--- src/rtl/line_overlay_pkg.sv ---
package line_overlay_pkg;

   // outcome of one lookup
   typedef enum logic [2:0] {
      RT_MISS  = 3'd0,
      RT_BASE  = 3'd1,
      RT_OVL   = 3'd2,
      RT_ALLOC = 3'd3,
      RT_FULL  = 3'd4
   } route_e;

   function automatic int unsigned width_of(input int unsigned n);
      return (n > 1) ? $clog2(n) : 1;
   endfunction

endpackage

--- src/rtl/olt_match.sv ---
module olt_match #(
   parameter int unsigned ENTRIES = 4,
   parameter int unsigned VPN_W   = 20,
   parameter int unsigned IDX_W   = 2
) (
   input  logic [ENTRIES-1:0]            ent_valid,
   input  logic [ENTRIES-1:0][VPN_W-1:0] ent_vpn,
   input  logic [VPN_W-1:0]              key,
   output logic                          hit,
   output logic [IDX_W-1:0]              hit_idx
);

   logic [ENTRIES-1:0] eq;

   for (genvar e = 0; e < ENTRIES; e++) begin : g_cmp
      assign eq[e] = ent_valid[e] && (ent_vpn[e] == key);
   end

   // lowest matching slot wins if software ever installs duplicates
   always_comb begin
      hit     = |eq;
      hit_idx = '0;
      for (int e = ENTRIES - 1; e >= 0; e--) begin
         if (eq[e]) hit_idx = IDX_W'(e);
      end
   end

endmodule

--- src/rtl/olt_route.sv ---
module olt_route
   import line_overlay_pkg::*;
#(
   parameter int unsigned LIDX_W = 6,
   parameter int unsigned PPN_W  = 16,
   parameter int unsigned SLOTS  = 4,
   parameter int unsigned SLOT_W = 2,
   parameter int unsigned CNT_W  = 3,
   parameter int unsigned PLA_W  = 22
) (
   input  logic              hit,
   input  logic              is_write,
   input  logic              cow,
   input  logic              line_present,
   input  logic [CNT_W-1:0]  used,
   input  logic [SLOT_W-1:0] line_slot,
   input  logic [PPN_W-1:0]  ppn,
   input  logic [PLA_W-1:0]  obase,
   input  logic [LIDX_W-1:0] line,
   output route_e            kind,
   output logic [PLA_W-1:0]  paddr,
   output logic [PLA_W-1:0]  src_addr,
   output logic [PLA_W-1:0]  dst_addr
);

   logic [PLA_W-1:0] orig_addr;
   logic [PLA_W-1:0] held_addr;
   logic [PLA_W-1:0] next_addr;
   logic             full;

   assign orig_addr = {ppn, line};
   assign held_addr = obase + PLA_W'(line_slot);
   assign next_addr = obase + PLA_W'(used);
   assign full      = (used >= CNT_W'(SLOTS));

   always_comb begin
      if (!hit)                  kind = RT_MISS;
      else if (line_present)     kind = RT_OVL;
      else if (!is_write || !cow) kind = RT_BASE;
      else if (full)             kind = RT_FULL;
      else                       kind = RT_ALLOC;
   end

   always_comb begin
      unique case (kind)
         RT_MISS:  paddr = '0;
         RT_OVL:   paddr = held_addr;
         RT_ALLOC: paddr = next_addr;
         default:  paddr = orig_addr;
      endcase
   end

   assign src_addr = orig_addr;
   assign dst_addr = next_addr;

endmodule

--- src/rtl/line_overlay_xlate.sv ---
module line_overlay_xlate
   import line_overlay_pkg::*;
#(
   parameter int unsigned ENTRIES    = 4,
   parameter int unsigned VPN_W      = 20,
   parameter int unsigned PPN_W      = 16,
   parameter int unsigned PAGE_BYTES = 4096,
   parameter int unsigned LINE_BYTES = 64,
   parameter int unsigned SLOTS      = 4,
   localparam int unsigned LINES     = PAGE_BYTES / LINE_BYTES,
   localparam int unsigned LIDX_W    = width_of(LINES),
   localparam int unsigned IDX_W     = width_of(ENTRIES),
   localparam int unsigned PLA_W     = PPN_W + LIDX_W
) (
   input  logic              clk,
   input  logic              rst_n,
   input  logic              fill_valid,
   input  logic [IDX_W-1:0]  fill_idx,
   input  logic [VPN_W-1:0]  fill_vpn,
   input  logic [PPN_W-1:0]  fill_ppn,
   input  logic              fill_cow,
   input  logic [PLA_W-1:0]  fill_obase,
   input  logic              req_valid,
   input  logic [VPN_W-1:0]  req_vpn,
   input  logic [LIDX_W-1:0] req_line,
   input  logic              req_write,
   output logic              rsp_valid,
   output logic              rsp_hit,
   output logic              rsp_ovl,
   output logic              rsp_fault,
   output logic [PLA_W-1:0]  rsp_paddr,
   output logic              copy_valid,
   output logic [PLA_W-1:0]  copy_src,
   output logic [PLA_W-1:0]  copy_dst
);

   localparam int unsigned SLOT_W = width_of(SLOTS);
   localparam int unsigned CNT_W  = $clog2(SLOTS + 1);

   // elaboration-time parameter checks
   if ((PAGE_BYTES & (PAGE_BYTES - 1)) != 0) begin : g_bad_page
      $error("PAGE_BYTES must be a power of two");
   end
   if ((LINE_BYTES & (LINE_BYTES - 1)) != 0 || LINE_BYTES >= PAGE_BYTES) begin : g_bad_line
      $error("LINE_BYTES must be a power of two below PAGE_BYTES");
   end
   if (SLOTS < 1 || SLOTS > LINES) begin : g_bad_slots
      $error("SLOTS must lie in 1..LINES");
   end
   if (ENTRIES < 1) begin : g_bad_entries
      $error("ENTRIES must be at least one");
   end

   // per-entry views, each driven from its own generate branch
   logic [ENTRIES-1:0]             e_valid;
   logic [ENTRIES-1:0]             e_cow;
   logic [ENTRIES-1:0]             e_present;
   logic [ENTRIES-1:0][VPN_W-1:0]  e_vpn;
   logic [ENTRIES-1:0][PPN_W-1:0]  e_ppn;
   logic [ENTRIES-1:0][PLA_W-1:0]  e_obase;
   logic [ENTRIES-1:0][CNT_W-1:0]  e_used;
   logic [ENTRIES-1:0][SLOT_W-1:0] e_slot;

   logic              hit;
   logic [IDX_W-1:0]  hit_idx;
   route_e            kind;
   logic [PLA_W-1:0]  sel_paddr;
   logic [PLA_W-1:0]  sel_src;
   logic [PLA_W-1:0]  sel_dst;
   logic              do_alloc;

   olt_match #(
      .ENTRIES (ENTRIES),
      .VPN_W   (VPN_W),
      .IDX_W   (IDX_W)
   ) u_match (
      .ent_valid (e_valid),
      .ent_vpn   (e_vpn),
      .key       (req_vpn),
      .hit       (hit),
      .hit_idx   (hit_idx)
   );

   olt_route #(
      .LIDX_W (LIDX_W),
      .PPN_W  (PPN_W),
      .SLOTS  (SLOTS),
      .SLOT_W (SLOT_W),
      .CNT_W  (CNT_W),
      .PLA_W  (PLA_W)
   ) u_route (
      .hit          (hit),
      .is_write     (req_write),
      .cow          (e_cow[hit_idx]),
      .line_present (e_present[hit_idx]),
      .used         (e_used[hit_idx]),
      .line_slot    (e_slot[hit_idx]),
      .ppn          (e_ppn[hit_idx]),
      .obase        (e_obase[hit_idx]),
      .line         (req_line),
      .kind         (kind),
      .paddr        (sel_paddr),
      .src_addr     (sel_src),
      .dst_addr     (sel_dst)
   );

   assign do_alloc = req_valid && (kind == RT_ALLOC);

   for (genvar e = 0; e < ENTRIES; e++) begin : g_ent
      logic              valid_q;
      logic              cow_q;
      logic [VPN_W-1:0]  vpn_q;
      logic [PPN_W-1:0]  ppn_q;
      logic [PLA_W-1:0]  obase_q;
      logic [LINES-1:0]  present_q;
      logic [CNT_W-1:0]  used_q;
      logic [SLOT_W-1:0] slot_q [LINES];
      logic              load;
      logic              grab;

      assign load = fill_valid && (fill_idx == IDX_W'(e));
      assign grab = do_alloc && (hit_idx == IDX_W'(e));

      always_ff @(posedge clk or negedge rst_n) begin
         if (!rst_n) begin
            valid_q   <= 1'b0;
            cow_q     <= 1'b0;
            vpn_q     <= '0;
            ppn_q     <= '0;
            obase_q   <= '0;
            present_q <= '0;
            used_q    <= '0;
         end else if (load) begin
            valid_q   <= 1'b1;
            cow_q     <= fill_cow;
            vpn_q     <= fill_vpn;
            ppn_q     <= fill_ppn;
            obase_q   <= fill_obase;
            present_q <= '0;
            used_q    <= '0;
         end else if (grab) begin
            present_q[req_line] <= 1'b1;
            used_q              <= used_q + 1'b1;
         end
      end

      // slot numbers are only read where the presence bit is set
      always_ff @(posedge clk) begin
         if (grab && !load) slot_q[req_line] <= SLOT_W'(used_q);
      end

      assign e_valid[e]   = valid_q;
      assign e_cow[e]     = cow_q;
      assign e_vpn[e]     = vpn_q;
      assign e_ppn[e]     = ppn_q;
      assign e_obase[e]   = obase_q;
      assign e_used[e]    = used_q;
      assign e_present[e] = present_q[req_line];
      assign e_slot[e]    = slot_q[req_line];
   end

   always_ff @(posedge clk or negedge rst_n) begin
      if (!rst_n) begin
         rsp_valid  <= 1'b0;
         rsp_hit    <= 1'b0;
         rsp_ovl    <= 1'b0;
         rsp_fault  <= 1'b0;
         rsp_paddr  <= '0;
         copy_valid <= 1'b0;
         copy_src   <= '0;
         copy_dst   <= '0;
      end else begin
         rsp_valid  <= req_valid;
         rsp_hit    <= req_valid && hit;
         rsp_ovl    <= req_valid && (kind == RT_OVL || kind == RT_ALLOC);
         rsp_fault  <= req_valid && (kind == RT_FULL);
         rsp_paddr  <= req_valid ? sel_paddr : '0;
         copy_valid <= do_alloc;
         if (do_alloc) begin
            copy_src <= sel_src;
            copy_dst <= sel_dst;
         end
      end
   end

endmodule

--- config.mk ---
export PLATFORM = sky130hd
export DESIGN_NAME = line_overlay_xlate
export DESIGN_NICKNAME = d
export VERILOG_FILES = /design/src/rtl/line_overlay_pkg.sv /design/src/rtl/olt_match.sv /design/src/rtl/olt_route.sv /design/src/rtl/line_overlay_xlate.sv
export SDC_FILE = /design/constraint.sdc
export NUM_CORES = 2
export LEC_CHECK = 0
export BUFFER_PORTS_ARGS = -buffer_cell sky130_fd_sc_hd__buf_2
export CAP_MARGIN = 20
export CORE_MARGIN = 1.5
export CORE_UTILIZATION = 50
export DETAILED_ROUTE_END_ITERATION = 8
export PLACE_DENSITY = 0.66
export SYNTH_ARGS = -nofsm -noshare
export SYNTH_HDL_FRONTEND = slang
export SYNTH_HIERARCHICAL = 1
export SYNTH_SLANG_ARGS = --single-unit
export TNS_END_PERCENT = 20
--- constraint.sdc ---
create_clock -name clk -period 5.7 [get_ports clk]
set_input_delay 0.285 -clock clk [delete_from_list [all_inputs] [get_ports clk]]
set_output_delay 0.285 -clock clk [all_outputs]
set_load 0.05 [all_outputs]
==> flow_metrics.tcl <==
set metrics [dict create \
    status "completed" \
    grt.busiest_layer "met2" \
    end_kind "flop" \
    hold_start "req_write" \
    grt-ovfl-total 0 \
    finalMaxSlewViolations 0 \
    min_to "rsp_fault$_DFF_PN0_" \
    numCtsBuffers 112 \
    globalplace.congestion 0.9278 \
    fp.dieW_um 310.9 \
    core_mm2 0.09361 \
    finalSetupViolCount 0 \
    place_hpwl_um 88430 \
    whs_path_depth 4 \
    synthCells 3872 \
    critPathArrivalTime_ns 6.01 \
    grt_pass1_wl_um 209600 \
    dr.pass1.iters 6 \
    max_freq_ghz 0.1847 \
    rsz0062_at_grt "false" \
    synth_top_cell_by_area "edfxtp_1" \
    final-hold-violation-count 0 \
    drt-wirelength-per-cell_um 25.64 \
    clk_latency_ns 0.71 \
    p_comb_share_pct 7.9 \
    synth_edf_count 512 \
    p_sw_uw 4160 \
    grt_pass1_vias 33040 \
    routed_wl_um 138900 \
    antenna_left 0 \
    seqPwrFrac_pct 49.8 \
    syn_area_mm2 0.04741 \
    clkSinkCount 1091 \
    yosysWarnings 6 \
    grt_max_degree 181 \
    async_flop_share_pct 53.07 \
    critPathMaxFanout 17 \
    start_kind "flop" \
    ios 163 \
    required_ns 6.30 \
    post-route-period-util_pct 95.00 \
    rr_startpoint "g_ent[1].vpn_q[11]$_DFFE_PN0P_" \
    dieHeight_um 310.9 \
    grt_use_total_pct 28.67 \
    ctsHtreeMaxLevel 3 \
    total_power_uw 17280 \
    finalSetupTns_ns 0 \
    vdd_drop_max_v 0.0002711 \
    critical_path_class "reg2reg" \
    relSlewSlack_pct 23.55 \
    post-synth-top-count-cell "nand2_1" \
    synth_nets 3975 \
    yosysUniqueCellTypes 87 \
    rr_endpoint "rsp_paddr[12]$_DFF_PN0_" \
    p_int_uw 13120 \
    antenna_found_initial 5 \
    clockPowerShare_pct 42.2 \
    yosysTopAreaCellShare_pct 32.43 \
    fp-row-count 112 \
    p_per_area_mw_per_mm2 320.9 \
    fin_nets 4161 \
    fin_crit_ns 5.415 \
    utilization_pct 57.54 \
    syn_area_per_cell_um2 12.24 \
    cts_tree "built" \
    reg2reg_depth 21 \
    fin_skew_ns 0.02855 \
    synth-main-ff-cell "dfrtp_1" \
    port_buffers 162 \
    die-area_mm2 0.09667 \
    num_vias 32840 \
    met2_usage_pct 44.34 \
    drive_gt1_share_pct 17.32 \
    drc_errors 0 \
    synth_area_leaders "edfxtp_1, dfrtp_1, nand2_1" \
    cts_root_buffer "clkbuf_16" \
    use_met3_pct 5.412 \
    ys_seq_area_share_pct 63.00 \
    reg2reg_slack_ns 0.29 \
    start_util_pct 50.64 \
    drv_cap 0 \
    clk_pin_slew_ns 0.07 \
    hp-class "in2reg" \
    p_leak_uw 0.02427 \
    clockBufferDepth 3 \
    area_delta_synth_final_pct 13.62 \
    vias_per_cell 6.063 \
    swShare_pct 24.07 \
    worst_slew_pin_slew_ns 1.142 \
    synth.top_cells.by_count "nand2_1, dfrtp_1, edfxtp_1, nor2_1, a21o_1" \
    ys_ff_latch 1091 \
    drtIter0Drc 4028 \
    grtUsageMet1_pct 40.75 \
]
registers in the layout (all words and copies together), names as in the netlist, 22 cells and up:
name             cells
g_ent.present_q    256
copy_dst            22
g_ent.ppn_q         64
g_ent.obase_q       88
copy_src            22
g_ent.slot_q       512
g_ent.vpn_q         80
rsp_paddr           22
power by group through the flow:
stage | clock [µW] | combinational, µW | sequential [µW]
detailed placement | 0 | 1310 | 8770
floorplan | 0 | 813 | 8720
global placement | 0 | 1300 | 8760
CTS | 7360 | 1360 | 8610
global route | 7680 | 1480 | 8640
finish | 7300 | 1370 | 8610
stage by stage:
step,setup slack (ns),cell area [µm²],instances,hold slack (ns)
global placement,0.09989,49560,5135,0.2778
CTS,0.04231,53810,5408,0.04517
floorplan,0.8807,47410,3872,-0.01059
finish,0.2852,53860,5416,0.07119
detailed placement,-0.005438,49560,5135,0.2708
global route,0.09155,53850,5413,0.06341
worst max-delay path, cell delays in order, from the launching register on:
cell      delay [ns]
dfrtp_1         0.39
xnor2_1         0.30
nand4_1         0.20
nor4_1          0.33
buf_4           0.19
nand2_1         0.09
a21oi_4         0.25
buf_4           0.34
nand2_2         0.18
nor3_1          0.27
o211ai_1        0.28
nor4bb_4        0.45
nor4_1          0.14
buf_4           0.18
ha_1            0.24
fa_1            0.49
nand4_1         0.18
or2_2           0.16
nor2_1          0.05
xor2_1          0.15
a221o_1         0.28
and2_1          0.16
worst max-delay path by stage:
stage	from	end	cells after the start
finish	g_ent[1].vpn_q[11]$_DFFE_PN0P_	rsp_paddr[12]$_DFF_PN0_	21
global route	g_ent[2].vpn_q[19]$_DFFE_PN0N_	rsp_paddr[12]$_DFF_PN0_	19
CTS	g_ent[2].vpn_q[19]$_DFFE_PN0N_	rsp_paddr[12]$_DFF_PN0_	19
detailed placement	req_vpn[6]	rsp_paddr[12]$_DFF_PN0_	20
global placement	req_vpn[6]	rsp_paddr[12]$_DFF_PN0_	20
floorplan	req_vpn[11]	g_ent[0].slot_q[34][0]$_DFFE_PP_	18
layout by cell type (no fill, tap or decap), types with 16 or more instances in the layout:
cell / count
a21o_1: 257
a21oi_1: 58
a221oi_1: 98
a22o_1: 19
a22oi_1: 62
and2_1: 30
buf_2: 158
buf_4: 115
clkbuf_1: 37
clkbuf_16: 114
clkinv_1: 17
clkinv_2: 17
dfrtp_1: 571
dlygate4sd3_1: 61
edfxtp_1: 512
mux2_2: 141
mux2i_1: 69
mux4_2: 72
nand2_1: 849
nand3_1: 24
nand4_1: 18
nor2_1: 340
nor3_1: 16
nor4_1: 24
o211ai_1: 19
o21ai_0: 45
o22ai_1: 30
xnor2_1: 61
xor2_1: 54
cell families (layout without fill, tap and decap cells):
logic type / after synthesis / count (layout) / share of synthesized area [%]
AND/OR/NAND/NOR: 1398 / 1398 / 12.31
flip-flops: 1091 / 1091 / 63.00
AO/OA/AOI/OAI: 682 / 682 / 10.80
buffers and inverters: 290 / 574 / 3.138
multiplexers: 285 / 285 / 8.314
XOR/XNOR: 115 / 115 / 2.125
adder cells (fa/ha/maj): 11 / 11 / 0.3220
other: 0 / 6 / 0
layout make-up:
type	count	area, µm²
multi-input cells	2491	16180
fillers	7706	39750
diodes	6	15.01
well taps	1254	1569
repair buffers	349	2539
flip-flops and latches	1091	29870
inverters	13	48.80
clock inverters	49	478.0
clock buffers	163	3157
layer usage:
layer | vias to the layer above | part of all wire [%]
met2 | 1605 | 46
li1 | 14270 | -
met5 | - | 0
met3 | 299 | 9.7
met1 | 16670 | 41
met4 | 0 | 3.6
timing repair:
| action | CTS | global route |
|---|---|---|
| hold buffers | 61 | 0 |
| endpoints found under the setup margin | 0 | 12 |
| resized for setup | 0 | 4 |
| endpoints found under the hold margin | 286 | 0 |
| setup buffers | 0 | 2 |
Power figures use the tool's default switching activity.
